## src/rtl/flash_sector_map.sv

```systemverilog
module flash_sector_map #(
  parameter int ADDR_W      = 27,
  parameter int SECT_SHIFT  = 18,
  parameter int SMALL_SHIFT = 12,
  parameter int SMALL_CNT   = 8
) (
  input  logic        clk,
  input  logic        rst_n,
  input  logic        req_valid,
  input  logic [31:0] req_addr,
  input  logic        addr_4byte,
  input  logic [2:0]  bank_sel,
  input  logic        hybrid_en,
  input  logic        param_top,
  input  logic [1:0]  erase_op,
  input  logic        protect,
  output logic [9:0]  sec_idx,
  output logic [26:0] sec_base,
  output logic [18:0] sec_size,
  output logic        accept,
  output logic        reject
);
  localparam int BLK_W    = ADDR_W - SECT_SHIFT;
  localparam int SLOT_W   = $clog2(SMALL_CNT);
  localparam int REGION_S = SMALL_SHIFT + SLOT_W;
  localparam int SUB_W    = SECT_SHIFT - REGION_S;
  localparam int SECT_CNT = 1 << BLK_W;
  localparam int IDX_W    = $clog2(SECT_CNT + SMALL_CNT);
  localparam int SIZE_W   = SECT_SHIFT + 1;
  localparam logic [SIZE_W-1:0] BIG_SZ   = SIZE_W'(1) << SECT_SHIFT;
  localparam logic [SIZE_W-1:0] SMALL_SZ = SIZE_W'(1) << SMALL_SHIFT;
  localparam logic [SIZE_W-1:0] MID_SZ   = BIG_SZ - SIZE_W'(SMALL_CNT << SMALL_SHIFT);
  localparam logic [1:0] OP_4K   = 2'b00;
  localparam logic [1:0] OP_SECT = 2'b01;

  logic [ADDR_W-1:0] full_addr;
  logic [BLK_W-1:0]  blk;
  logic [SUB_W-1:0]  sub;
  logic [SLOT_W-1:0] slot;
  logic param_blk, in_small, use_small, use_mid, legal;
  logic [IDX_W-1:0]  nxt_idx;
  logic [ADDR_W-1:0] nxt_base;
  logic [SIZE_W-1:0] nxt_size;

  assign full_addr = addr_4byte ? req_addr[ADDR_W-1:0] : {bank_sel, req_addr[23:0]};
  assign blk       = full_addr[ADDR_W-1:SECT_SHIFT];
  assign sub       = full_addr[SECT_SHIFT-1:REGION_S];
  assign slot      = full_addr[REGION_S-1:SMALL_SHIFT];
  assign param_blk = hybrid_en && (blk == (param_top ? {BLK_W{1'b1}} : {BLK_W{1'b0}}));
  assign in_small  = param_blk && (sub == (param_top ? {SUB_W{1'b1}} : {SUB_W{1'b0}}));
  assign use_small = in_small && (erase_op != OP_SECT);
  assign use_mid   = param_blk && !use_small;
  assign legal     = !protect && !erase_op[1] && ((erase_op == OP_SECT) || in_small);

  always_comb begin
    if (use_small) begin
      nxt_size = SMALL_SZ;
      nxt_base = {full_addr[ADDR_W-1:SMALL_SHIFT], {SMALL_SHIFT{1'b0}}};
      nxt_idx  = param_top ? IDX_W'(SECT_CNT) + IDX_W'(slot) : IDX_W'(slot);
    end else if (use_mid) begin
      nxt_size = MID_SZ;
      nxt_base = param_top ? {blk, {SECT_SHIFT{1'b0}}} : ADDR_W'(SMALL_CNT << SMALL_SHIFT);
      nxt_idx  = param_top ? IDX_W'(SECT_CNT - 1) : IDX_W'(SMALL_CNT);
    end else begin
      nxt_size = BIG_SZ;
      nxt_base = {blk, {SECT_SHIFT{1'b0}}};
      nxt_idx  = (hybrid_en && !param_top) ? IDX_W'(blk) + IDX_W'(SMALL_CNT) : IDX_W'(blk);
    end
  end

  always_ff @(posedge clk) begin
    if (!rst_n) begin
      sec_idx  <= '0;
      sec_base <= '0;
      sec_size <= '0;
      accept   <= 1'b0;
      reject   <= 1'b0;
    end else begin
      accept <= req_valid && legal;
      reject <= req_valid && !legal;
      if (req_valid) begin
        sec_idx  <= nxt_idx;
        sec_base <= nxt_base;
        sec_size <= nxt_size;
      end
    end
  end

  assert_addr_in_sector_R2: assert property (@(posedge clk) disable iff (!rst_n)
    (accept || reject) && ($past(erase_op) != OP_SECT) |->
      ($past(full_addr) >= sec_base) &&
      (($past(full_addr) - sec_base) < ADDR_W'(sec_size)));

  assert_4k_only_hybrid_R5: assert property (@(posedge clk) disable iff (!rst_n)
    accept && ($past(erase_op) == OP_4K) |-> (sec_size == SMALL_SZ) && $past(hybrid_en));

  assert_odd_ops_rejected_R6: assert property (@(posedge clk) disable iff (!rst_n)
    req_valid && erase_op[1] |=> reject && !accept);

  assert_protect_rejects_R8: assert property (@(posedge clk) disable iff (!rst_n)
    req_valid && protect |=> reject && !accept);

  assert_exclusive_R9: assert property (@(posedge clk) disable iff (!rst_n)
    !(accept && reject));

  assert_pulse_needs_req_R9: assert property (@(posedge clk) disable iff (!rst_n)
    (accept || reject) |-> $past(req_valid));
endmodule

```

## config.mk

```make
export PLATFORM = sky130hd
export DESIGN_NAME = flash_sector_map
export DESIGN_NICKNAME = d
export VERILOG_FILES = /design/src/rtl/flash_sector_map.sv
export SDC_FILE = /design/constraint.sdc
export NUM_CORES = 1
export LEC_CHECK = 0
export ABC_CLOCK_PERIOD_IN_PS = 7400
export BUFFER_PORTS_ARGS = -buffer_cell sky130_fd_sc_hd__buf_2
export CAP_MARGIN = 20
export CORE_AREA = 2 2 92 59
export CTS_CLUSTER_DIAMETER = 50
export DETAILED_ROUTE_END_ITERATION = 7
export DIE_AREA = 0 0 94 61
export PLACE_DENSITY = 0.74
export RECOVER_POWER = 100
export SYNTH_ARGS = -nofsm -noshare
export SYNTH_HDL_FRONTEND = slang
export SYNTH_SLANG_ARGS = --single-unit
```

## constraint.sdc

```tcl
create_clock -name clk -period 7.4 [get_ports clk]
set_input_delay 1.48 -clock clk [delete_from_list [all_inputs] [get_ports clk]]
set_output_delay 1.48 -clock clk [all_outputs]
set_load 0.01 [all_outputs]
```

# --- Word-level counts from Yosys, hierarchy flattened ---
# Cells that the tools add are included.
# Widths: inputs -> output; s select.
totals:
  register_bits: 58
  input_bits: 44
  output_inout_bits: 58
  word_cells: 39
op_classes:
  n_addsub: 2
  n_eq_ne: 4
  mux: 13
  reduce_logical: 15
ops:
  columns: ["op", "count"]
  rows:
  - ["$mux 27", 4]
  - ["$mux 10", 4]
  - ["$mux 19", 2]
  - ["$mux 9", 2]
  - ["$add 10x3->10 const A", 1]
  - ["$add 9x4->10 const B", 1]
  - ["$eq 9x9->1", 1]
  - ["$logic_and 1x1->1", 9]
  - ["$logic_not 1->1", 5]
  - ["$eq 3x3->1", 1]
  - ["$mux 3", 1]
  - ["$eq 2x1->1 const B", 1]
  - ["$ne 2x1->1 const B", 1]
  - ["$logic_or 1x1->1", 1]

# --- Logic depth before layout (Yosys ltp) ---
# Gate-level depths: netlist (run 1).
depth:
  ltp_word: 9
  mapped_depth: 9
  ltp_nobuf: 7

# --- Worst setup path after synthesis (run 1) ---
# OpenSTA, ideal clock, no wires.
synth_path:
  path_kind: "input to register"
  startpoint: "input addr_4byte"
  endpoint: "register sec_base[21]"
  arrival_ns: 3.278
  slack_ns: 3.985
  cell_stages: 9
  cell_sequence: "mux2i_1 inv_1 ha_1 nor4b_1 nand3_1 buf_2 clkbuf_1 o21ai_0 a31oi_1"
synth_between:
  elab_chain_cells: 9
synth_lines:
  columns: ["item", "line", "source"]
  rows:
  - ["start, declared", "11", "input logic addr_4byte,"]
  - ["$mux 27 (*)", "45", "assign full_addr = addr_4byte ? req_addr[ADDR_W-1:0] : {bank_sel, req_addr[23:0]};"]
  - ["$eq 9x9->1 (*)", "49", "assign param_blk = hybrid_en && (blk == (param_top ? {BLK_W{1'b1}} : {BLK_W{1'b0}}));"]
  - ["$logic_and 1x1->1 (*)", "49", null]
  - ["$logic_and 1x1->1", "50", "assign in_small = param_blk && (sub == (param_top ? {SUB_W{1'b1}} : {SUB_W{1'b0}}));"]
  - ["$logic_and 1x1->1", "51", "assign use_small = in_small && (erase_op != OP_SECT);"]
  - ["$logic_not 1->1", "52", "assign use_mid = param_blk && !use_small;"]
  - ["$logic_and 1x1->1", "52", null]
  - ["$mux 27", "60", "end else if (use_mid) begin"]
  - ["$mux 27 (*)", "56", "if (use_small) begin"]
  - ["end signal, assigned", "83", "sec_base <= nxt_base;"]
  - ["end, declared", "18", "output logic [26:0] sec_base,"]
# Mark *: on every way between the ends. The rest lies on a longest branch, timed or not.
# A chain may end at the register's enable or synchronous reset.

# --- Worst setup path in the final report (run 1) ---
layout_path:
  startpoint: "input addr_4byte"
  endpoint: "register sec_base[15]"
# Same word-level chain as after synthesis.

==> impl_metrics.env, run 1 <==
export IMPL_outcome="complete, no violations"
export IMPL_peakVddDrop_mv=0.1058
export IMPL_rr_worst_depth=2
export IMPL_synthesis_instances=221
export IMPL_powerDensity_mw_per_mm2=177.6
export IMPL_synth_ff_type="dfxtp_1"
export IMPL_clock_fmax_ghz=0.2452
export IMPL_synth_area_per_cell_um2=8.543
export IMPL_grt_max_degree=48
export IMPL_power_switching_mw=0.1080
export IMPL_final_total_negative_setup_slack_ns=0
export IMPL_netlist_cell_type_count=43
export IMPL_clock_skew_final_ns=0
export IMPL_dr_pass1_iters=4
export IMPL_p_seq_share_pct=46.0
export IMPL_clock_sinks=30
export IMPL_maxSlewViolCount=0
export IMPL_asyncSetResetFlopFracSynth_pct=0
export IMPL_postCtsSetupBuffers=0
export IMPL_pre_cts_ws_ns=3.097
export IMPL_syn2layout_area_growth_pct=11.80
export IMPL_holdPathStages=2
export IMPL_setup_slack_of_the_critical_path_after_layout_ns=3.321
export IMPL_yosysSeqAreaShare_pct=31.81
export IMPL_timing_final_crit_share_pct=55.12
export IMPL_fillerInstances=546
export IMPL_multi_input_comb_area_mm2=0.001069
export IMPL_cts_buffers_inserted=5
export IMPL_cts_root_buffer_cell="clkbuf_8"
export IMPL_min_delay_start="sec_idx[7]"
export IMPL_detail_route_vias_per_cell=5.027
export IMPL_cts_tree="yes"
export IMPL_drtIter0Drc=66
export IMPL_finalHoldViolations=0
export IMPL_max_cap_viol_count=0
export IMPL_layout_nets=323
export IMPL_clk_pin_slew_ns=0.06
export IMPL_unrepaired_setup_endpoints_after_global_routing="false"
export IMPL_hold_end="sec_idx[7]"
export IMPL_die_height_um=61
export IMPL_p_int_mw=0.2669
export IMPL_regToRegStartpoint="sec_base[15]"
export IMPL_insertion_delay_ns=0.28
export IMPL_floorplan_die_width_um=94
export IMPL_globalRouteOverflowTotal=0
export IMPL_yosysWarningCount=0
export IMPL_first_global_vias=1538
export IMPL_final_min_clock_period_ns=4.079
export IMPL_cp_data_arrival_time_ns=4.31
export IMPL_placeable_area_mm2=0.004880
export IMPL_mappedNetlistArea_mm2=0.001888
export IMPL_synth_enable_flop_cells=0
export IMPL_yosys_register_bits=30
export IMPL_wl_mm=4.647
export IMPL_ios=102
export IMPL_r2r_end="sec_base[15]"
export IMPL_post_layout_utilization_of_the_core_pct=43.26
export IMPL_end_kind="register"
export IMPL_timing_reg2reg_setup_slack_ns=6.56
export IMPL_final_layout_size_suffix_gt1_share_pct=13.33
export IMPL_grt_usage_pct=16.58
export IMPL_worst_slew_margin_relative_to_its_limit_pct=44.62
export IMPL_drc=0
export IMPL_cts_max_level=2
export IMPL_timing_critical_path_required_ns=7.63
export IMPL_comb_power_share_pct=17.2
export IMPL_placementRows=20
export IMPL_detailroute_via_count=1689
export IMPL_start_kind="primary input"
export IMPL_post_cts_resized_instances=0
export IMPL_antenna_cells=0
export IMPL_power_static_leakage_nw=0.8696
export IMPL_swShare_pct=28.80
export IMPL_pwr_share_clk_pct=36.8
export IMPL_place_hpwl_mm=3.285
export IMPL_initial_core_util_pct=38.69
export IMPL_hold_path_class="register to register"
export IMPL_worst_slew_pin_slew_ns=0.8307
export IMPL_antenna_violating_nets_post_route=0
export IMPL_setup_viol=0
export IMPL_ff_latch_area_um2=600.6
export IMPL_timing_critical_path_fanout_max=20
export IMPL_drt_wirelength_per_cell_um=13.83
export IMPL_cts_buffer_depth=2
export IMPL_cts_hold_repair_buffers=0
export IMPL_worst_setup_path_type="primary input to register"
export IMPL_die_area_mm2=0.005734
export IMPL_portBuffers=58
export IMPL_first_pass_grt_wire_length_mm=7.293
export IMPL_antenna_found_initial=0
export IMPL_routabilityCongestion=0.7650
## power by group through the flow
stage | registers, mW | clock network [mW] | logic (mW)
after global routing | 0.173 | 0.147 | 0.0725
after detailed placement | 0.176 | 0 | 0.0666
after CTS | 0.172 | 0.142 | 0.0668
final | 0.173 | 0.138 | 0.0645
after global placement | 0.176 | 0 | 0.0647
after floorplan | 0.180 | 0 | 0.0476
## sequential cells by signal (all words and copies together) (netlist names)
| name | cells |
|---|---|
| sec_idx | 10 |
| sec_size | 3 |
| reject | 1 |
| accept | 1 |
| sec_base | 15 |
## cells in the mapped netlist, drive strengths merged, types with 3 or more instances
cell | count | area share [%]
and3 | 4 | 1.3
nand3b | 6 | 2.4
a31oi | 9 | 3.0
clkbuf | 9 | 1.8
o21a | 3 | 1.2
ha | 10 | 6.6
buf | 33 | 13
nand2b | 5 | 1.7
nand2 | 12 | 2.4
nand4 | 4 | 1.3
mux2i | 4 | 2.1
nand3 | 17 | 4.5
inv | 5 | 0.99
a21boi | 5 | 2.0
dfxtp | 30 | 32
nor3 | 3 | 1.1
nor4 | 4 | 1.3
o21ai | 23 | 6.1
nor2b | 5 | 1.7
o311ai | 3 | 1.4
a21oi | 5 | 1.9
## worst max-delay path, cell delays in order
cell,delay [ns]
clkbuf_1,0.17
mux2i_1,0.56
inv_1,0.09
ha_1,0.30
nor4b_1,0.36
nand3_1,0.62
nor3_1,0.53
o31a_1,0.19
## layout make-up
type / instances / area share [%]
multi-input cells: 169 / 50.62
inverters: 5 / 0.8892
clock buffers: 7 / 4.090
clock inverters: 1 / 0.2371
repair buffers: 58 / 11.80
well taps: 66 / 3.912
flip-flops and latches: 30 / 28.45
## how the worst max path moves through the flow
| stage | from | to | slack [ns] | depth (start not counted) |
|---|---|---|---|---|
| after floorplan | addr_4byte | sec_base[21] | 3.99 | 9 |
| after global placement | addr_4byte | reject | 3.24 | 8 |
| after detailed placement | addr_4byte | reject | 3.10 | 8 |
| after CTS | addr_4byte | sec_base[15] | 3.39 | 8 |
| after global routing | addr_4byte | sec_base[15] | 2.97 | 8 |
| final | addr_4byte | sec_base[15] | 3.32 | 8 |
## through the flow
step / hold slack (ns) / area [um^2] / cells / power [mW]
after global placement: 0.4400 / 2073 / 328 / 0.2404
after CTS: 0.4640 / 2165 / 336 / 0.3808
after global routing: 0.5000 / 2111 / 336 / 0.3925
final: 0.4616 / 2111 / 336 / 0.3748
after floorplan: 0.4837 / 1982 / 246 / 0.2274
after detailed placement: 0.4497 / 2073 / 328 / 0.2424
## placed cells by master (no fill, tap or decap), types with 5 or more instances in the layout
master / synthesis / layout
a31oi_1: 9 / 9
clkbuf_8: 0 / 6
nand3b_1: 6 / 6
o21ai_0: 23 / 23
clkbuf_1: 9 / 34
a21boi_0: 2 / 5
nand3_1: 17 / 17
dfxtp_1: 30 / 30
ha_1: 10 / 10
conb_1: 1 / 26
nor2b_1: 5 / 5
nand2_1: 12 / 12
nand2b_1: 5 / 5
inv_1: 5 / 5
buf_2: 3 / 25
## per-layer routing
layer  wire length (um)  part of all wire [%]  GRT usage [%]  vias up
li1                   -                     -              -      842
met1               2285                    49          23.19      777
met2               1976                    43          25.41       63
met3                341                   7.3          4.348        7
met4                 44                  0.95          4.969        0
met5                  0                     0              0        -
## cell families (layout without fill, tap and decap cells)
family	after synthesis	after routing	share of synthesized area, %
buffers and inverters	47	71	15.90
flip-flops	30	30	31.81
AO/OA/AOI/OAI	58	58	21.07
XOR/XNOR	3	3	1.392
adder cells (fa/ha/maj)	10	10	6.627
multiplexers	5	5	2.717
other	1	26	0.1986
AND/OR/NAND/NOR	67	67	20.28
Note: power is estimated with default switching activity, not from simulation.
==> inputs of run 2 (changes only) <==
Settings changed: ABC_AREA from default to 1, ABC_CLOCK_PERIOD_IN_PS 7400 to 3700, CORE_AREA 2 2 92 59 to 2 2 93 59, DIE_AREA 0 0 94 61 to 0 0 95 61, PLACE_DENSITY 0.74 to 0.77.
Clock period 7.4 ns to 3.7 ns, I/O delays scaled along.
==> impl_metrics.env, run 2 <==
export IMPL_wl_met3_um=327
export IMPL_finish_instance_area_mm2=0.002153
export IMPL_peakVddDrop_mv=0.1879
export IMPL_end_kind="register"
export IMPL_ios=102
export IMPL_synth_area_top_cells="dfxtp_1 31%, nand2_1 12%, buf_4 11%"
export IMPL_synth_simple_gate_area_share_pct=27.33
export IMPL_drtIter0Drc=58
export IMPL_synth_area_per_cell_um2=6.994
export IMPL_cp_cell_sequence="clkbuf_1, o21ai_0, inv_1, ha_1, nor2_1, nand3_1, nor2_8, o21ai_2, inv_1, nand2_4, nand4_1, nand2_1, inv_1"
export IMPL_netlist_cell_type_count=30
export IMPL_post_synth_mux_area_share_pct=0
export IMPL_grt_usage_pct=17.27
export IMPL_power_static_leakage_nw=1.086
export IMPL_worst_setup_path_type="primary input to register"
export IMPL_final_min_clock_period_ns=2.921
export IMPL_cp_data_arrival_time_ns=3.15
export IMPL_die_height_um=61
export IMPL_placed_standard_cell_area_mm2=0.002123
export IMPL_synthesis_instances=273
export IMPL_setup_viol=0
export IMPL_crit_path_top_delay_cell="o21ai_0"
export IMPL_cts_buffers_inserted=5
export IMPL_yosysMostFrequentCell="nand2_1"
export IMPL_timing_final_crit_share_pct=78.95
export IMPL_cts_max_level=2
export IMPL_max_cap_viol_count=0
export IMPL_worst_hold_slack_ns=0.4663
export IMPL_cp_slowest_stage_delay_ns=0.43
export IMPL_post_layout_utilization_of_the_core_pct=43.68
export IMPL_mappedNetlistArea_mm2=0.001909
export IMPL_dominant_combinational_cell_family_by_area_after_synthesis="simple AND/OR/NAND/NOR gates"
export IMPL_place_hpwl_mm=3.680
export IMPL_synth_compound_area_share_pct=14.09
export IMPL_largest_area_contributor_in_the_synthesized_netlist="dfxtp_1"
export IMPL_critical_path_buf_inv_count=4
export IMPL_die_area_mm2=0.005795
export IMPL_first_pass_grt_wire_length_mm=7.603
export IMPL_yosys_area_share_adder_pct=6.553
export IMPL_portBuffers=58
export IMPL_cts_hold_repair_buffers=0
export IMPL_cts_tree="yes"
export IMPL_synth_ff_type="dfxtp_1"
export IMPL_wl_met2_mm=2.022
export IMPL_path_common_cell="inv_1"
export IMPL_finalHoldViolations=0
export IMPL_placeable_area_mm2=0.004930
export IMPL_synth_enable_flop_cells=0
export IMPL_syn2layout_area_growth_pct=12.78
export IMPL_powerDensity_mw_per_mm2=356.3
export IMPL_mostFrequentLayoutCells="62 x nand2_1, 34 x clkbuf_1, 33 x inv_1"
export IMPL_drt_wirelength_per_cell_um=12.19
export IMPL_grt_max_degree=27
export IMPL_wl_mm=4.801
export IMPL_detailroute_via_count=1822
export IMPL_drc=0
export IMPL_antenna_found_initial=0
export IMPL_initial_core_util_pct=38.73
export IMPL_yosys_register_bits=30
export IMPL_yosysTopAreaCellShare_pct=31.45
export IMPL_cts_root_buffer_cell="clkbuf_8"
export IMPL_antenna_violating_nets_post_route=0
export IMPL_start_kind="primary input"
export IMPL_cts_buffer_depth=2
export IMPL_maxSlewViolCount=0
export IMPL_dr_pass1_iters=4
export IMPL_asyncSetResetFlopFracSynth_pct=0
export IMPL_hold_path_class="register to register"
export IMPL_yosysWarningCount=0
export IMPL_clock_skew_final_ns=0
export IMPL_top_layer="met4"
export IMPL_post_cts_resized_instances=0
export IMPL_post_synth_most_frequent_cells="62 x nand2_1, 32 x inv_1, 30 x dfxtp_1"
export IMPL_largest_register="sec_base"
export IMPL_outcome="complete, no violations"
export IMPL_clock_fmax_ghz=0.3423
export IMPL_insertion_delay_ns=0.28
export IMPL_antenna_cells=0
export IMPL_yosysSeqAreaShare_pct=31.45
export IMPL_worst_slew_margin_relative_to_its_limit_pct=52.77
export IMPL_clk_pin_slew_ns=0.06
export IMPL_crit_family="simple AND/OR/NAND/NOR gates"
export IMPL_final_total_negative_setup_slack_ns=0
export IMPL_unrepaired_setup_endpoints_after_global_routing="false"
export IMPL_timing_critical_path_fanout_max=13
export IMPL_first_global_vias=1589
export IMPL_synth_xor_area_share_pct=0.4587
export IMPL_globalRouteOverflowTotal=0
export IMPL_postCtsSetupBuffers=0
export IMPL_reg_top3="sec_base (15), sec_idx (10), sec_size (3)"
export IMPL_routabilityCongestion=0.9539
export IMPL_placementRows=20
export IMPL_detail_route_vias_per_cell=4.624
export IMPL_floorplan_die_width_um=95
export IMPL_timing_critical_path_required_ns=3.93
export IMPL_final_layout_size_suffix_gt1_share_pct=14.02
export IMPL_layout_nets=381
export IMPL_max_reg_flops=15
export IMPL_layout_cells_most_common="nand2_1"
export IMPL_worst_slew_pin_slew_ns=0.7076
export IMPL_wirelength_met1_mm=2.420
export IMPL_clock_sinks=30
run 2: cell count changes after synthesis, moves of 6 or more:
cell and change:
nand2_2 +6, nand2_1 +50, a31oi_1 -6, a21oi_1 +12, inv_1 +27, nor2_1 +14
nand3b_1 -6
run 2: routing by layer:
metal	GRT usage (%)	up-vias
li1	-	929
met2	26.04	63
met5	0	-
met1	24.41	827
met4	5.383	0
met3	4.472	3
run 2: worst paths after layout:
kind | from | to | slack, ns | cells past startpoint
hold reg to reg | sec_base[21] | sec_base[21] | 0.47 | 2
setup / recovery | addr_4byte | sec_idx[2] | 0.78 | 13
setup reg to reg | sec_base[20] | sec_base[20] | 2.97 | 4
hold / removal | sec_base[21] | sec_base[21] | 0.47 | 2
run 2: cell type report:
type / instances / area, um^2
clock buffers: 7 / 86.33
clock inverters: 1 / 5.005
fillers: 541 / 2776
inverters: 34 / 127.6
multi-input cells: 198 / 1002
flip-flops and latches: 30 / 600.6
well taps: 66 / 82.58
repair buffers: 58 / 249.0
run 2: worst min-delay path: stages (launching register included):
cell and delay (ns):
dfxtp_1 0.31, nand2_1 0.06, a21oi_1 0.06
run 2: where the power goes:
group / total, mW / switching, mW / internal [mW]
Combinational: 0.140 / 0.0952 / 0.0452
Sequential: 0.348 / 0.00818 / 0.340
Clock: 0.278 / 0.128 / 0.150
Total: 0.767 / 0.232 / 0.535
run 2: kinds of logic after synthesis:
logic type | after synthesis
AO/OA/AOI/OAI | 48
XOR/XNOR | 1
adder cells (fa/ha/maj) | 10
buffers and inverters | 70
flip-flops | 30
other | 1
AND/OR/NAND/NOR | 113
run 2: through the flow:
stage	std cells	total power, mW	setup slack (ns)
5_1_grt	394	0.8092	0.4509
3_3_place_gp	386	0.4963	0.7808
2_1_floorplan	298	0.4657	1.258
6_report	394	0.7671	0.7787
4_1_cts	394	0.7788	0.9847
3_5_place_dp	386	0.5003	0.6950
==> inputs of run 3 (changes only) <==
Settings changed: ABC_CLOCK_PERIOD_IN_PS 3700 to 2900, PLACE_DENSITY 0.77 to 0.74.
Clock period 3.7 ns to 2.9 ns, I/O delays scaled along.
==> impl_metrics.env, run 3 (synthesized netlist as in run 2, its figures left out) <==
export IMPL_outcome="complete, no violations"
export IMPL_die_area_mm2=0.005795
export IMPL_dp_cells=388
export IMPL_wl_mm=4.674
export IMPL_worst_slew_margin_relative_to_its_limit_pct=53.56
export IMPL_mostFrequentLayoutCells="62 x nand2_1, 33 x inv_1, 33 x clkbuf_1"
export IMPL_multi_input_comb_area_mm2=0.001006
export IMPL_drtIter0Drc=141
export IMPL_place_hpwl_mm=3.652
export IMPL_final_instance_count_excl_fill=396
export IMPL_clock_sinks=30
export IMPL_timing_critical_path_required_ns=3.05
export IMPL_drt_wirelength_per_cell_um=11.80
export IMPL_grt_usage_pct=16.84
export IMPL_cp_data_arrival_time_ns=2.69
export IMPL_cts_buffer_depth=2
export IMPL_dr_pass1_iters=4
export IMPL_largest_register="sec_base"
export IMPL_antenna_cells=0
export IMPL_timing_critical_path_fanout_max=13
export IMPL_timing_reg2reg_setup_slack_ns=2.18
export IMPL_initial_core_util_pct=38.73
export IMPL_setup_viol=0
export IMPL_die_height_um=61
export IMPL_cts_root_buffer_cell="clkbuf_8"
export IMPL_placeable_area_mm2=0.004930
export IMPL_routabilityCongestion=0.8601
export IMPL_worst_setup_path_type="primary input to register"
export IMPL_hold_path_class="register to register"
export IMPL_ios=102
export IMPL_clock_fmax_ghz=0.3934
export IMPL_floorplan_die_width_um=95
export IMPL_peakVddDrop_mv=0.2389
export IMPL_maxSlewViolCount=0
export IMPL_first_global_vias=1609
export IMPL_grt_max_degree=27
export IMPL_final_layout_size_suffix_gt1_share_pct=14.55
export IMPL_max_reg_flops=15
export IMPL_layout_cells_most_common="nand2_1"
export IMPL_layout_nets=383
export IMPL_final_min_clock_period_ns=2.542
export IMPL_worst_hold_slack_ns=0.4649
export IMPL_globalRouteOverflowTotal=0
export IMPL_detail_route_vias_per_cell=4.624
export IMPL_max_cap_viol_count=0
export IMPL_insertion_delay_ns=0.28
export IMPL_fillerInstances=541
export IMPL_clk_pin_slew_ns=0.07
export IMPL_cts_max_level=2
export IMPL_cts_buffers_inserted=5
export IMPL_cts_hold_repair_buffers=0
export IMPL_placementRows=20
export IMPL_worst_slew_pin_slew_ns=0.6958
export IMPL_reg_top3="sec_base (15), sec_idx (10), sec_size (3)"
export IMPL_timing_final_crit_share_pct=87.66
export IMPL_portBuffers=58
export IMPL_ff_latch_area_um2=600.6
export IMPL_syn2layout_area_growth_pct=13.96
export IMPL_drc=0
export IMPL_start_kind="primary input"
export IMPL_postCtsSetupBuffers=0
export IMPL_cts_tree="yes"
export IMPL_post_cts_resized_instances=0
export IMPL_end_kind="register"
export IMPL_antenna_found_initial=0
export IMPL_totalPowerFinal_mw=0.9735
export IMPL_power_static_leakage_nw=1.096
export IMPL_final_total_negative_setup_slack_ns=0
export IMPL_antenna_violating_nets_post_route=0
export IMPL_detailroute_via_count=1831
export IMPL_first_pass_grt_wire_length_mm=7.362
export IMPL_clock_skew_final_ns=0
export IMPL_powerDensity_mw_per_mm2=447.4
export IMPL_unrepaired_setup_endpoints_after_global_routing="false"
export IMPL_finalHoldViolations=0
-- run 3: cell count changes in the layout (fill, tap and decap cells not counted) --
cell,before,now
a21oi_2,1,0
a21oi_1,16,17
o21ai_2,1,0
buf_4,0,2
o21ai_4,0,1
clkinvlp_4,0,1
clkbuf_1,34,33
-- run 3: critical path, stage by stage --
cell	delay (ns)
clkbuf_1	0.12
o21ai_0	0.36
inv_1	0.14
ha_1	0.31
nor2_2	0.10
nand3_1	0.16
nor2_8	0.21
o21ai_4	0.17
inv_1	0.29
nand2_1	0.09
nand3_1	0.09
a21oi_1	0.07
-- run 3: layout make-up --
cell class	count	share of cell area, %
Tap cell	66	3.795
Timing Repair Buffer	60	12.13
Inverter	34	5.865
Clock inverter	2	0.5750
Clock buffer	6	3.795
Sequential cell	30	27.60
Multi-Input combinational cell	198	46.23
-- run 3: through the flow --
step	util, %	instance area, um^2	worst slack [ns]
after detailed placement	43.38	2138	0.2414
after floorplan	-	2003	0.6182
after CTS	45.30	2233	0.5312
final	44.14	2176	0.3580
after global placement	43.38	2138	0.2729
after global routing	44.14	2176	0.1952
-- run 3: final timing paths --
kind | startpoint | endpoint | cells past startpoint
setup / recovery | addr_4byte | sec_base[22] | 12
hold / removal | sec_base[25] | sec_base[25] | 2
setup reg to reg | sec_base[18] | sec_base[18] | 4
hold reg to reg | sec_base[25] | sec_base[25] | 2
-- run 3: power breakdown --
| group | internal [mW] | leakage (nW) | total (mW) | switching (mW) |
|---|---|---|---|---|
| combinational | 0.0602 | 0.802 | 0.181 | 0.121 |
| sequential | 0.434 | 0.247 | 0.444 | 0.0104 |
| clock | 0.190 | 0.0472 | 0.348 | 0.157 |
| total | 0.685 | 1.10 | 0.973 | 0.289 |
-- run 3: per-layer routing --
| layer | vias up | routed length [um] | share of wire, % | global-route usage [%] |
|---|---|---|---|---|
| met5 | - | 0 | 0 | 0 |
| met1 | 806 | 2182 | 47 | 23.31 |
| li1 | 933 | - | - | - |
| met4 | 0 | 30 | 0.64 | 3.106 |
| met3 | 5 | 502 | 11 | 5.714 |
| met2 | 87 | 1959 | 42 | 25.94 |
